**src/rtl/pa_pkg.sv**
```systemverilog
package pa_pkg;
  typedef enum logic [1:0] {XOP_HOLD, XOP_LOAD, XOP_INC1, XOP_INC2} xop_e;

  function automatic xop_e xop_decode(input logic ld, input logic s1, input logic s2);
    if (ld)      return XOP_LOAD;
    else if (s2) return XOP_INC2;
    else if (s1) return XOP_INC1;
    else         return XOP_HOLD;
  endfunction
endpackage

```
**src/rtl/pa_xcount.sv**
```systemverilog
module pa_xcount #(
  parameter int X_W = 4
) (
  input  logic           clk,
  input  logic           rst,
  input  logic           load,
  input  logic           step1,
  input  logic           step2,
  input  logic [X_W-1:0] din,
  output logic [X_W-1:0] x_q
);
  import pa_pkg::*;
  xop_e op;
  assign op = xop_decode(load, step1, step2);

  always_ff @(posedge clk) begin
    if (rst) x_q <= '0;
    else begin
      case (op)
        XOP_LOAD: x_q <= din;
        XOP_INC1: x_q <= x_q + X_W'(1);
        XOP_INC2: x_q <= x_q + X_W'(2);
        default:  x_q <= x_q;
      endcase
    end
  end

  p_load_wins_r2: assert property (@(posedge clk) disable iff (rst)
    load |=> (x_q == $past(din)));
  p_step_one_r3: assert property (@(posedge clk) disable iff (rst)
    (!load && step1 && !step2) |=> (x_q == X_W'($past(x_q) + 1)));
  p_step_two_r3: assert property (@(posedge clk) disable iff (rst)
    (!load && step2) |=> (x_q == X_W'($past(x_q) + 2)));
  p_idle_hold_r9: assert property (@(posedge clk) disable iff (rst)
    (!load && !step1 && !step2) |=> $stable(x_q));
endmodule

```
**src/rtl/pa_page.sv**
```systemverilog
module pa_page #(
  parameter int W = 8
) (
  input  logic         clk,
  input  logic         rst,
  input  logic         load,
  input  logic [W-1:0] din,
  output logic [W-1:0] q
);
  always_ff @(posedge clk) begin
    if (rst)       q <= '0;
    else if (load) q <= din;
  end

  p_page_load_r4: assert property (@(posedge clk) disable iff (rst)
    load |=> (q == $past(din)));
  p_page_hold_r3: assert property (@(posedge clk) disable iff (rst)
    !load |=> $stable(q));
endmodule

```
**src/rtl/pa_pcount.sv**
```systemverilog
module pa_pcount #(
  parameter int PC_W  = 16,
  parameter int BUS_W = 8
) (
  input  logic            clk,
  input  logic            rst,
  input  logic            inc,
  input  logic            lo_wr,
  input  logic            jump,
  input  logic [BUS_W-1:0] din,
  output logic [PC_W-1:0]  pc_q
);
  localparam int HI_W = PC_W - BUS_W;

  logic [BUS_W-1:0] lo_hold;

  always_ff @(posedge clk) begin
    if (rst)        lo_hold <= '0;
    else if (lo_wr) lo_hold <= din;
  end

  always_ff @(posedge clk) begin
    if (rst)       pc_q <= '0;
    else if (jump) pc_q <= {din[HI_W-1:0], lo_hold};
    else if (inc)  pc_q <= pc_q + PC_W'(1);
  end

  p_jump_hi_r7: assert property (@(posedge clk) disable iff (rst)
    jump |=> (pc_q[PC_W-1:BUS_W] == $past(din[HI_W-1:0])));
  p_inc_r6: assert property (@(posedge clk) disable iff (rst)
    (inc && !jump) |=> (pc_q == PC_W'($past(pc_q) + 1)));
  p_pc_hold_r6: assert property (@(posedge clk) disable iff (rst)
    (!inc && !jump) |=> $stable(pc_q));
endmodule

```
**src/rtl/paged_addr_gen.sv**
```systemverilog
module paged_addr_gen #(
  parameter int X_W    = 4,
  parameter int PAGE_W = 8,
  parameter int BUS_W  = 8,
  parameter int PC_W   = 16,
  parameter int ROM_AW = 15,
  parameter int RAM_AW = 13
) (
  input  logic              clk,
  input  logic              rst,
  input  logic [BUS_W-1:0]  bus_in,
  input  logic              x_load,
  input  logic              x_step,
  input  logic              x_step2,
  input  logic              page_load,
  input  logic              pc_inc,
  input  logic              pc_lo_wr,
  input  logic              pc_jump,
  input  logic              pc_oe,
  output logic [RAM_AW-1:0] ram_addr,
  output logic [ROM_AW-1:0] rom_addr,
  output logic [PC_W-1:0]   pc_q
);
  localparam int OBJ_W    = PAGE_W + X_W;
  localparam int RAM_PAD  = RAM_AW - OBJ_W;
  localparam int ROM_FILL = ROM_AW - OBJ_W;

  logic [X_W-1:0]    x_q;
  logic [PAGE_W-1:0] page_q;
  logic [OBJ_W-1:0]  obj_addr;

  pa_xcount #(.X_W(X_W)) u_x (
    .clk(clk), .rst(rst), .load(x_load), .step1(x_step), .step2(x_step2),
    .din(bus_in[X_W-1:0]), .x_q(x_q)
  );

  pa_page #(.W(PAGE_W)) u_page (
    .clk(clk), .rst(rst), .load(page_load), .din(bus_in[PAGE_W-1:0]), .q(page_q)
  );

  pa_pcount #(.PC_W(PC_W), .BUS_W(BUS_W)) u_pc (
    .clk(clk), .rst(rst), .inc(pc_inc), .lo_wr(pc_lo_wr), .jump(pc_jump),
    .din(bus_in), .pc_q(pc_q)
  );

  assign obj_addr = {page_q, x_q};

  generate
    if (RAM_PAD > 0) begin : g_ram_pad
      assign ram_addr = {{RAM_PAD{1'b0}}, obj_addr};
    end else begin : g_ram_nopad
      assign ram_addr = obj_addr[RAM_AW-1:0];
    end
    if (ROM_FILL > 0) begin : g_rom_fill
      assign rom_addr = pc_oe ? pc_q[ROM_AW-1:0] : {{ROM_FILL{1'b1}}, obj_addr};
    end else begin : g_rom_nofill
      assign rom_addr = pc_oe ? pc_q[ROM_AW-1:0] : obj_addr[ROM_AW-1:0];
    end
  endgenerate

  p_pc_drives_rom_r8: assert property (@(posedge clk) disable iff (rst)
    pc_oe |-> (rom_addr == pc_q[ROM_AW-1:0]));
  p_ptr_drives_rom_r8: assert property (@(posedge clk) disable iff (rst)
    !pc_oe |-> (rom_addr[OBJ_W-1:0] == ram_addr[OBJ_W-1:0]));
  p_ram_msb_zero_r5: assert property (@(posedge clk) disable iff (rst)
    ram_addr[RAM_AW-1] == 1'b0);
  p_wrap_keeps_page_r3: assert property (@(posedge clk) disable iff (rst)
    (!page_load) |=> (ram_addr[OBJ_W-1:X_W] == $past(ram_addr[OBJ_W-1:X_W])));
endmodule

```
**config.mk**
```make
export PLATFORM = sky130hd
export DESIGN_NAME = paged_addr_gen
export DESIGN_NICKNAME = d
export VERILOG_FILES = /design/src/rtl/pa_pkg.sv /design/src/rtl/pa_xcount.sv /design/src/rtl/pa_page.sv /design/src/rtl/pa_pcount.sv /design/src/rtl/paged_addr_gen.sv
export SDC_FILE = /design/constraint.sdc
export NUM_CORES = 1
export LEC_CHECK = 0
export CAP_MARGIN = 30
export CORE_UTILIZATION = 41
export CTS_CLUSTER_SIZE = 16
export DETAILED_ROUTE_END_ITERATION = 8
export PLACE_DENSITY_LB_ADDON = 0.12
export SLEW_MARGIN = 5
export SYNTH_ARGS = -nofsm -noshare
export SYNTH_HDL_FRONTEND = slang
export SYNTH_SLANG_ARGS = --single-unit
```
**constraint.sdc**
```tcl
create_clock -name clk -period 1.4 [get_ports clk]
set_clock_uncertainty 0.15 [all_clocks]
set_input_delay 0.21 -clock clk [delete_from_list [all_inputs] [get_ports clk]]
set_output_delay 0.21 -clock clk [all_outputs]
set_load 0.01 [all_outputs]
```
======== Word level (Yosys, flattened, before mapping) ========
Cells that the tools add are included.
word-level totals
  register bits ........................... 36
  output and inout bits ................... 44
  logic and storage cells ................. 19
operators by class
  add/sub/neg operators ................... 3
  eq/ne operators ......................... 3
  muxes and demuxes ....................... 7
  reductions and logical operators ........ 2
operators by type and width
  cell                                            count
  2-to-1 mux 16 bit                               2
  adder 16 x 1 -> 16 bit (second input constant)  1
  2-to-1 mux 15 bit                               1
  one-hot mux 4 bit (3 select lines)              1
  2-to-1 mux 2 bit                                3
  adder 4 x 1 -> 4 bit (second input constant)    1
  adder 4 x 2 -> 4 bit (second input constant)    1
  == test 2 bit (second input constant)           2
  nonzero test 3 bit                              1
  == test 2 x 1 -> 1 bit (second input constant)  1
  nonzero test 2 bit                              1

======== Longest topological paths before layout ========
  depth after elaboration ................. 5
  depth in mapped cells ................... 5

======== Cells and area by module ========
From an unflattened synthesis, not the netlist that was laid out.
second synthesis, totals
  cells, all modules ...................... 211
  area, all modules ....................... 1939.4 um^2
by module, submodules not included
  module          instances  cells an instance  area each (um^2)  seq. area each (um^2)
  pa_pcount       1          133                1177.4            480.5
  pa_page         1          26                 285.3             160.2
  pa_xcount       1          33                 262.8             80.1
  paged_addr_gen  1          19                 214.0             0.0

======== Least setup slack after synthesis ========
Ideal clock, no wire load.
  path type ............................... register to register
  start ................................... register u_pc.pc_q[0]
  end ..................................... register u_pc.pc_q[12]
  setup time .............................. 115 ps
  arrival time ............................ 1340 ps
  path slack .............................. -205 ps
  stages on the path, launching flop included .. 6
  path buffers ............................ 0
  path through ............................ dfxtp_1 -> ha_1 -> nand2_1 -> nor4_1 -> xor2_1 -> o21a_1
on the way
  longest elaborated chain between the ends .. 3
ends and longest elaborated chain
  item                    RTL line         source
  from (decl)             pa_pcount.sv:11  output logic [PC_W-1:0] pc_q
  from (signal assigned)  pa_pcount.sv:24  else if (jump) pc_q <= {din[HI_W-1:0], lo_hold};
  from (signal assigned)  pa_pcount.sv:25  else if (inc) pc_q <= pc_q + PC_W'(1);
  adder 16 x 1 -> 16 bit  pa_pcount.sv:25
  2-to-1 mux 16 bit       pa_pcount.sv:25
  2-to-1 mux 16 bit       pa_pcount.sv:24
Every way passes these cells. The select of a mux whose other input is x is not followed.
A chain may end at the register's enable or synchronous reset.

======== Final worst setup path ========
  start ................................... register u_pc.pc_q[8]
  end ..................................... register u_pc.pc_q[11]
The elaborated chain is that of the path after synthesis.

==> results.cfg <==
[status]
outcome = finished with violations
failed_checks = DRC, setup timing

[clock_network]
clock_path_buffers = 2
insertion_delay_ns = 0.29
h-tree-depth = 2
cts-root-buf = clkbuf_8
path_clk_slew_ns = 0.07
cts_tree = built
cts_buffers = 5
ctsHoldBuffers = 0
clock_sinks = 36

[worst_setup_path]
criticalPathCategory = register to register
cp_cell_sequence = nand4_4 -> buf_6 -> nor4_4 -> xor2_1 -> o21a_1
ff2ff_path_depth = 5
startpoint_type = register
arrival_ns = 1.77
max_stage_delay_ns = 0.37
worstSetupEndpointType = register
cp_data_required_time_ns = 1.49
slowest_stage = dfxtp_4
cp_max_fo = 6

[global_route]
met1_usage = 0.327
grtUsageMet3 = 0.0548
grtUsageMet2 = 0.425
antenna_found_initial = 0
grt_overflow_total = 0
grt_max_degree = 30
grt_usage = 0.256
grt_pass1_vias = 1911
grt_pass1_wl_um = 9600
grt.busiest_layer = met2

[route]
antenna_left = 0
wl_per_cell_um = 17.3
dr.pass1.iters = 6
post-route-drc-count = 6
finalWirelength_um = 6730
first_iter_violations = 92
viasPerCell = 5.13
num_vias = 1996

[power_and_ir_drop]
internal-power_w = 0.00192
netSwitchingFraction = 0.286
pwr-share-comb = 0.281
p_total_w = 0.00269
p_leak_nw = 1.75
p_per_area_nw_per_um2 = 756
switching_power_w = 0.000768
pwr-share-clk = 0.289
p_seq_frac = 0.430
vdd_drop_max_mv = 0.613

[die]
row_count = 24
die_area_um2 = 4970
start_util = 0.432
io_pins = 62
die_width_um = 70.5
core_area_um2 = 4440
die_y_um = 70.5

[timing]
finalHoldViolations = 0
fin_crit_sh = 1.20
fmax_ghz = 0.595
setup_ws_ns = -0.281
rsz0062_at_grt = yes
slew_violations = 0
fin_setup_tns_ns = -1.46
setup_viol = 19
fin_crit_ns = 1.68

[synthesis]
seq_area_frac_synth = 0.375
synth-seq-cells = 36
syn_nets = 235
synth_edf_count = 0
yosys.cell_types.count = 35
avgSynthCellArea_um2 = 8.98
ys_warn_count = 0
postSynthCellCount = 214
syn_area_um2 = 1920
async_flop_share = 0
synth_flop_cell = dfxtp_1

[min_path]
hold_path_depth = 5
hp-class = input port to register

[layout]
area_growth_pct = 85.2
nets = 357
drive_above_1_share = 0.460
layoutNonFillerInstCount = 389
diodes = 0

[place]
gp_congestion = 0.802
port_buffers = 60
place_hpwl_um = 3890
place_inst = 363

[job]
maxCapViolCount = 0
## cells in the mapped netlist, types with 3 or more instances
library cell	count	share of area
dfxtp_1	36	0.37
nor2_1	29	0.057
mux2i_1	21	0.11
a21oi_1	16	0.042
inv_1	15	0.029
mux2_2	12	0.070
o21a_1	10	0.039
xnor2_1	8	0.036
clkbuf_1	7	0.014
nand2_1	7	0.014
nor3_1	7	0.018
xor2_1	7	0.032
nand3_1	4	0.010
nor2b_1	4	0.013
buf_1	3	0.0059
buf_2	3	0.0078
ha_1	3	0.020
nand4_1	3	0.0098
nor4_1	3	0.0098
## stage by stage
stage | hold WS, ns | utilization | instance area, um^2 | worst slack, ns
after floorplan | 0.207 | - | 2000 | -0.00112
after global placement | 0.312 | 0.693 | 3080 | -0.657
after detailed placement | 0.336 | 0.693 | 3080 | -0.666
after CTS | 0.354 | 0.756 | 3360 | -0.0755
after global routing | 0.379 | 0.801 | 3560 | -0.361
final | 0.340 | 0.801 | 3560 | -0.281
## sequential cells by signal (all words and copies together), names as in the netlist
signal,count
u_pc.pc_q,16
u_page.q,8
u_pc.lo_hold,8
u_x.x_q,4
## per-layer routing
metal  part of all wire  wire length (um)  up-vias
met5                  0                 0        -
met4             0.0079                53        0
met3              0.039               264        6
met2               0.51              3440       49
met1               0.44              2960      961
li1                   -                 -      980
## cells by family (layout without fill, tap and decap cells)
kind of cell | after synthesis | after routing | share of synthesized area
flops | 36 | 36 | 0.375
buf+inv | 29 | 152 | 0.0605
mux | 33 | 33 | 0.180
fa+ha+maj | 3 | 3 | 0.0195
compound gates | 34 | 34 | 0.118
simple gates | 63 | 63 | 0.177
other cells | 1 | 1 | 0.00195
xor+xnor | 15 | 15 | 0.0684
## worst max-delay path: cells and delay by family, from the launching register on
family                    cells  cell delay, ns
AOI/OAI and AO/OA             1            0.13
xor gates and xnor gates      1            0.26
buffers and inverters         1            0.18
DFF                           1            0.37
and+or+nand+nor               2            0.52
## power by group through the flow
stage                     logic, W  registers, W  clock network, W
after global routing      0.000802       0.00116          0.000837
after CTS                 0.000700       0.00115          0.000785
final                     0.000756       0.00116          0.000777
after floorplan           0.000259       0.00119                 0
after detailed placement  0.000686       0.00117                 0
after global placement    0.000676       0.00117                 0
## cell usage in the layout (no fill, tap or decap), types with 2 or more instances in the layout
cell type | Yosys | final
dfxtp_4 | 0 | 12
buf_12 | 0 | 7
ha_4 | 0 | 3
nor2_1 | 29 | 28
xor2_1 | 7 | 7
clkbuf_1 | 7 | 2
mux2i_1 | 21 | 21
dlygate4sd2_1 | 0 | 11
clkbuf_8 | 0 | 6
nor3_4 | 0 | 4
nor4_4 | 1 | 5
nor2b_1 | 4 | 3
inv_1 | 15 | 15
buf_4 | 1 | 51
nand3_2 | 0 | 2
nor3_2 | 0 | 2
clkbuf_2 | 0 | 4
clkdlybuf4s15_1 | 0 | 13
buf_6 | 0 | 26
dfxtp_2 | 0 | 11
nand2_1 | 7 | 6
mux2_4 | 0 | 11
clkdlybuf4s50_1 | 0 | 14
xnor2_1 | 8 | 8
a21oi_1 | 16 | 15
o21a_1 | 10 | 10
dfxtp_1 | 36 | 13
nand3_4 | 1 | 2
nand4_1 | 3 | 3
## cell type report
cell class,count,area [um^2]
clock buffers,8,90.1
fillers,278,886
inverters,15,56.3
multi-input cells,149,1320
flip-flops and latches,36,779
well taps,52,65.1
repair buffers,129,1250
## final timing paths
check | slack (ns) | endpoint | from
max | -0.28 | u_pc.pc_q[11] | u_pc.pc_q[8]
min | 0.34 | u_x.x_q[0] | x_step2
max reg2reg | -0.28 | u_pc.pc_q[11] | u_pc.pc_q[8]
min reg2reg | 0.35 | u_pc.lo_hold[1] | u_pc.lo_hold[1]
## repair_timing
action | 4_1_cts | 5_1_grt
pin swaps | 16 | 19
gates resized for setup | 141 | 52
setup buffers | 8 | 10
cloned | 1 | 0
setup endpoints to repair | 55 | 44
No activity file was read; power rests on OpenSTA's default activity.
